**src/rtl/tps_pkg.sv**
```systemverilog
package tps_pkg;

  typedef enum logic [1:0] {
    ST_IDLE = 2'd0,
    ST_RUN  = 2'd1,
    ST_FIN  = 2'd2
  } tps_state_e;

endpackage

```
**src/rtl/tps_scan.sv**
```systemverilog
// Next-enabled-element search for one side of the sequencer.
// Vector side: lowest set mask bit in [from, lim). Scalar side: the
// current position itself, valid while below lim.
module tps_scan #(
  parameter int MAX_VL = 64,
  parameter int CNT_W  = $clog2(MAX_VL + 1)
) (
  input  logic              vec_i,
  input  logic [MAX_VL-1:0] mask_i,
  input  logic [CNT_W-1:0]  from_i,
  input  logic [CNT_W-1:0]  lim_i,
  output logic              ok_o,
  output logic [CNT_W-1:0]  idx_o
);

  logic [MAX_VL-1:0] window;

  always_comb begin
    for (int k = 0; k < MAX_VL; k++) begin
      window[k] = mask_i[k] && (k >= int'(from_i)) && (k < int'(lim_i));
    end
  end

  always_comb begin
    ok_o  = 1'b0;
    idx_o = from_i;
    if (!vec_i) begin
      ok_o  = (from_i < lim_i);
      idx_o = from_i;
    end else begin
      for (int k = MAX_VL - 1; k >= 0; k--) begin
        if (window[k]) begin
          ok_o  = 1'b1;
          idx_o = CNT_W'(k);
        end
      end
    end
  end

endmodule

```
**src/rtl/tps_regmap.sv**
```systemverilog
// Register number = base + element index, wrapping modulo 2^REG_W.
module tps_regmap #(
  parameter int REG_W = 7,
  parameter int CNT_W = 7
) (
  input  logic [REG_W-1:0] base_i,
  input  logic [CNT_W-1:0] idx_i,
  output logic [REG_W-1:0] reg_o
);

  localparam int SUM_W = REG_W + CNT_W;

  logic [SUM_W-1:0] sum;

  always_comb begin
    sum   = {{CNT_W{1'b0}}, base_i} + {{REG_W{1'b0}}, idx_i};
    reg_o = sum[REG_W-1:0];
  end

endmodule

```
**src/rtl/twin_pred_seq.sv**
```systemverilog
module twin_pred_seq #(
  parameter int MAX_VL = 64,
  parameter int REG_W  = 7,
  localparam int CNT_W = $clog2(MAX_VL + 1),
  localparam int IDX_W = $clog2(MAX_VL)
) (
  input  logic              clk,
  input  logic              rst_n,
  input  logic              start_i,
  input  logic [CNT_W-1:0]  vl_i,
  input  logic              src_vec_i,
  input  logic              dst_vec_i,
  input  logic [REG_W-1:0]  src_base_i,
  input  logic [REG_W-1:0]  dst_base_i,
  input  logic [MAX_VL-1:0] src_mask_i,
  input  logic [MAX_VL-1:0] dst_mask_i,
  input  logic              xfer_ready_i,
  output logic              xfer_valid_o,
  output logic [IDX_W-1:0]  src_idx_o,
  output logic [IDX_W-1:0]  dst_idx_o,
  output logic [REG_W-1:0]  src_reg_o,
  output logic [REG_W-1:0]  dst_reg_o,
  output logic              busy_o,
  output logic              done_o
);

  import tps_pkg::*;

  // reset: asserted asynchronously, released on a clock edge
  logic [1:0] rst_sync_q;
  logic       rst_int_n;

  always_ff @(posedge clk or negedge rst_n) begin
    if (!rst_n) rst_sync_q <= 2'b00;
    else        rst_sync_q <= {rst_sync_q[0], 1'b1};
  end
  assign rst_int_n = rst_sync_q[1];

  // run state
  tps_state_e        state_q, state_d;
  logic [CNT_W-1:0]  vl_q;
  logic              sv_q, dv_q;
  logic [REG_W-1:0]  sbase_q, dbase_q;
  logic [MAX_VL-1:0] smask_q, dmask_q;
  logic [CNT_W-1:0]  i_q, i_d, j_q, j_d;
  logic              cap_en, adv_en;

  // search results
  logic             s_ok, d_ok;
  logic [CNT_W-1:0] s_idx, d_idx;
  logic             fire;

  tps_scan #(.MAX_VL(MAX_VL), .CNT_W(CNT_W)) u_scan_src (
    .vec_i  (sv_q),
    .mask_i (smask_q),
    .from_i (i_q),
    .lim_i  (vl_q),
    .ok_o   (s_ok),
    .idx_o  (s_idx)
  );

  tps_scan #(.MAX_VL(MAX_VL), .CNT_W(CNT_W)) u_scan_dst (
    .vec_i  (dv_q),
    .mask_i (dmask_q),
    .from_i (j_q),
    .lim_i  (vl_q),
    .ok_o   (d_ok),
    .idx_o  (d_idx)
  );

  tps_regmap #(.REG_W(REG_W), .CNT_W(CNT_W)) u_map_src (
    .base_i (sbase_q),
    .idx_i  (s_idx),
    .reg_o  (src_reg_o)
  );

  tps_regmap #(.REG_W(REG_W), .CNT_W(CNT_W)) u_map_dst (
    .base_i (dbase_q),
    .idx_i  (d_idx),
    .reg_o  (dst_reg_o)
  );

  assign xfer_valid_o = (state_q == ST_RUN) && s_ok && d_ok;
  assign fire         = xfer_valid_o && xfer_ready_i;
  assign src_idx_o    = s_idx[IDX_W-1:0];
  assign dst_idx_o    = d_idx[IDX_W-1:0];
  assign busy_o       = (state_q != ST_IDLE);
  assign done_o       = (state_q == ST_FIN);

  // next state
  always_comb begin
    state_d = state_q;
    i_d     = i_q;
    j_d     = j_q;
    cap_en  = 1'b0;
    adv_en  = 1'b0;
    unique case (state_q)
      ST_IDLE: begin
        if (start_i) begin
          state_d = ST_RUN;
          cap_en  = 1'b1;
          adv_en  = 1'b1;
          i_d     = '0;
          j_d     = '0;
        end
      end
      ST_RUN: begin
        if (!(s_ok && d_ok)) begin
          state_d = ST_FIN;
        end else if (fire) begin
          adv_en = 1'b1;
          i_d    = sv_q ? (s_idx + CNT_W'(1)) : i_q;
          if (dv_q) j_d = d_idx + CNT_W'(1);
          else      state_d = ST_FIN;
        end
      end
      ST_FIN:  state_d = ST_IDLE;
      default: state_d = ST_IDLE;
    endcase
  end

  // registers
  always_ff @(posedge clk or negedge rst_int_n) begin
    if (!rst_int_n) state_q <= ST_IDLE;
    else            state_q <= state_d;
  end

  always_ff @(posedge clk or negedge rst_int_n) begin
    if (!rst_int_n) begin
      vl_q    <= '0;
      sv_q    <= 1'b0;
      dv_q    <= 1'b0;
      sbase_q <= '0;
      dbase_q <= '0;
      smask_q <= '0;
      dmask_q <= '0;
    end else if (cap_en) begin
      vl_q    <= vl_i;
      sv_q    <= src_vec_i;
      dv_q    <= dst_vec_i;
      sbase_q <= src_base_i;
      dbase_q <= dst_base_i;
      smask_q <= src_mask_i;
      dmask_q <= dst_mask_i;
    end
  end

  always_ff @(posedge clk or negedge rst_int_n) begin
    if (!rst_int_n) begin
      i_q <= '0;
      j_q <= '0;
    end else if (adv_en) begin
      i_q <= i_d;
      j_q <= j_d;
    end
  end

endmodule

```
**config.mk**
```make
export PLATFORM = sky130hd
export DESIGN_NAME = twin_pred_seq
export DESIGN_NICKNAME = d
export VERILOG_FILES = /design/src/rtl/tps_pkg.sv /design/src/rtl/tps_scan.sv /design/src/rtl/tps_regmap.sv /design/src/rtl/twin_pred_seq.sv
export SDC_FILE = /design/constraint.sdc
export NUM_CORES = 1
export LEC_CHECK = 0
export CAP_MARGIN = 20
export CORE_MARGIN = 8
export CORE_UTILIZATION = 45
export CTS_BUF_LIST = sky130_fd_sc_hd__clkbuf_16
export DETAILED_ROUTE_END_ITERATION = 8
export GPL_ROUTABILITY_DRIVEN = 0
export PLACE_DENSITY = 0.64
export SLEW_MARGIN = 25
export SYNTH_ARGS = -nofsm -noshare
export SYNTH_HDL_FRONTEND = slang
export SYNTH_SLANG_ARGS = --single-unit
```
**constraint.sdc**
```tcl
create_clock -name clk -period 6.75 [get_ports clk]
set_input_delay 1.35 -clock clk [delete_from_list [all_inputs] [get_ports clk]]
set_output_delay 1.35 -clock clk [all_outputs]
set_load 0.05 [all_outputs]
```
==> results.toml <==
[placed_design]
place_ws_ps = 574
hpwlAfterDp_um = 36500
place.port_buffers = 183

[cts]
post_cts_resized = 0
cts_tree = "yes"
cts_setup_buffers = 0
path_clk_slew_ps = 80
cts-root-buf = "clkbuf_16"
postCtsHoldBufs = 0
clkSinkCount = 169
cts-buffers-inserted = 17
htreeDepth = 4
insertion_delay_ps = 450
clock_path_buffers = 2

[yosys]
synth-edff-count = 0
ys_ff_latch = 169
yosysWarnings = 0
synth_area_leader_cell = "dfrtp_1"
ys_seq_area_share_pct = 33.7
synthArstFlopShare_pct = 100
synth_area_leaders = "dfrtp_1 (34%), mux2_2 (12%), a21oi_1 (2.9%)"
yosysMostFrequentCell = "dfrtp_1"
syn_inst = 1340
yosysTopAreaCellShare_pct = 33.7
synth_area_um2 = 12600
synth_cell_type_count = 107
syn_area_per_cell_um2 = 9.37
synth_ff_type = "dfrtp_1"
synth_common_cells = "dfrtp_1 (169), mux2_2 (136), nor2_1 (89), nand2_1 (80), a21oi_1 (72)"
syn_nets = 1523

[sta]
finalSetupViolations = 0
clock.fmax_mhz = 153
rsz0062_at_grt = "no"
max_slew.worst_pin.slew_ps = 1040
finalHoldViolations = 0
drv_slew = 0
fin_crit_sh_pct = 96.9
skew_ps = 11.5
relSlewSlack_pct = 30.5
tns_ps = 0
holdWs_ps = 340
fin_crit_ps = 6540
fin_ws_ps = 209

[global_route]
antenna_found_initial = 0
grt_max_degree = 72
track_usage_pct = 28.0
grt_pass1_vias = 12100
grt_pass1_wl_um = 72600
overflow = 0

[worst_setup_path]
crit_path_end_kind = "output port"
crit_fanout = 15
worstPathRequired_ps = 5400
cp.arrival_ps = 5190
crit_type = "flop to output port"
start_kind = "flop"
reg2reg_depth = 11
timing.rr.start = "vl_q[1]"
r2r_setup_slack_ps = 2360
rr_endpoint = "j_q[6]"

[finish]
nNetsFinal = 1683
fillers = 2496
area_growth_pct = 23.3
drive_above_1_share_pct = 20.4
fin_util_pct = 56.0
n_antenna_cell = 0
register_area_um2 = 4250
multiInputGateArea_um2 = 7700

[drt]
drt-vias-per-instance = 6.60
ant_nets = 0
drt_first_pass_iters = 8
post-route-drc-count = 1
wire_per_inst_um = 25.2
routed_wl_um = 47700
route.vias.total = 12500
drt_iter0_drc = 1612

[power]
p_leak_nw = 6.08
ir_drop_mv = 0.950
powerDensity_nw_per_um2 = 628

[outcome]
status = "complete, but fails checks"
violations = "design-rule violations"

[floorplanning]
num_rows = 61
io_pins = 184
core_region_area_um2 = 27600
die_x_um = 183
die_area_um2 = 33500
start_util_pct = 45.4
die_h_um = 183

[hold_path]
hold_path.class = "flop to async pin"

[flow_run]
drv_cap = 0
how the worst max path moves through the flow:
stage	from	slack, ps	endpoint
floorplan	vl_q[5]	680	src_reg_o[5]
global placement	vl_q[6]	650	src_reg_o[6]
detailed placement	vl_q[6]	570	src_reg_o[6]
CTS	vl_q[6]	90	src_reg_o[6]
global route	vl_q[4]	20	src_reg_o[6]
finish	vl_q[5]	210	src_reg_o[5]
sequential cells by signal, summed over array words and instances (netlist names):
name        count
state_q         2
smask_q        64
vl_q            7
dv_q            1
j_q             7
i_q             7
dbase_q         7
sbase_q         7
sv_q            1
dmask_q        64
rst_sync_q      2
cells in the final DEF, fill, tap and decap left out, drive strengths merged, types with 13 or more instances in the layout:
| cell | count |
|---|---|
| and3 | 14 |
| o21a | 13 |
| ha | 26 |
| nor2 | 90 |
| dfrtp | 169 |
| clkdlybuf4s50 | 172 |
| o2111ai | 24 |
| nand3 | 35 |
| nand2 | 80 |
| and2 | 14 |
| nor2b | 15 |
| a211oi | 18 |
| mux2 | 136 |
| o211ai | 42 |
| inv | 50 |
| nand2b | 14 |
| nand4 | 23 |
| a21o | 19 |
| xnor2 | 14 |
| clkbuf | 17 |
| nor3 | 31 |
| a21oi | 79 |
| o22ai | 18 |
| buf | 64 |
| o31ai | 18 |
| o21ai | 76 |
power breakdown:
| part | internal, mW | switching, mW |
|---|---|---|
| Clock | 0.524 | 0.485 |
| Sequential | 1.51 | 0.640 |
| Combinational | 2.60 | 3.96 |
worst max-delay path, stage by stage, from the launching register on:
cell	delay, ps
dfrtp_2	500
a21oi_1	830
nand2_1	360
and4_1	350
o21ai_1	140
nand3_1	110
a211o_1	310
o2111ai_1	280
a21boi_1	510
ha_1	340
a21o_1	150
a21oi_1	220
o21bai_1	100
a21oi_1	170
xnor2_1	190
buf_12	180
cells by family after synthesis:
family	Yosys count	share of synthesized area (%)
buffers and inverters	138	5.50
DFF	169	33.7
AOI/OAI and AO/OA	459	27.7
adders and majority gates	28	2.91
and+or+nand+nor	389	16.6
xor gates and xnor gates	20	1.40
other	1	0.0299
muxes	136	12.2
area by class of cell:
| cell class | count | share of cell area (%) |
|---|---|---|
| tap | 378 | 3.06 |
| multi-input combinational | 1033 | 49.7 |
| inverter | 43 | 1.04 |
| sequential | 169 | 27.5 |
| clock inverter | 15 | 0.995 |
| clock buffer | 17 | 2.75 |
| timing repair buffer | 236 | 15.0 |
stage by stage:
step / instance area, µm² / power [mW] / std cells
3_3_place_gp: 14800 / 8.39 / 1859
5_1_grt: 15500 / 10.2 / 1891
6_report: 15500 / 9.72 / 1891
3_5_place_dp: 14800 / 8.44 / 1859
4_1_cts: 15400 / 9.50 / 1891
2_1_floorplan: 12600 / 6.35 / 1340
routing by layer:
layer | part of all wire [%] | global-route usage, %
met5 | 0 | 0
met4 | 6.1 | 15.2
met3 | 11 | 6.59
met2 | 44 | 42.7
met1 | 39 | 36.4
Power figures use the tool's default switching activity.
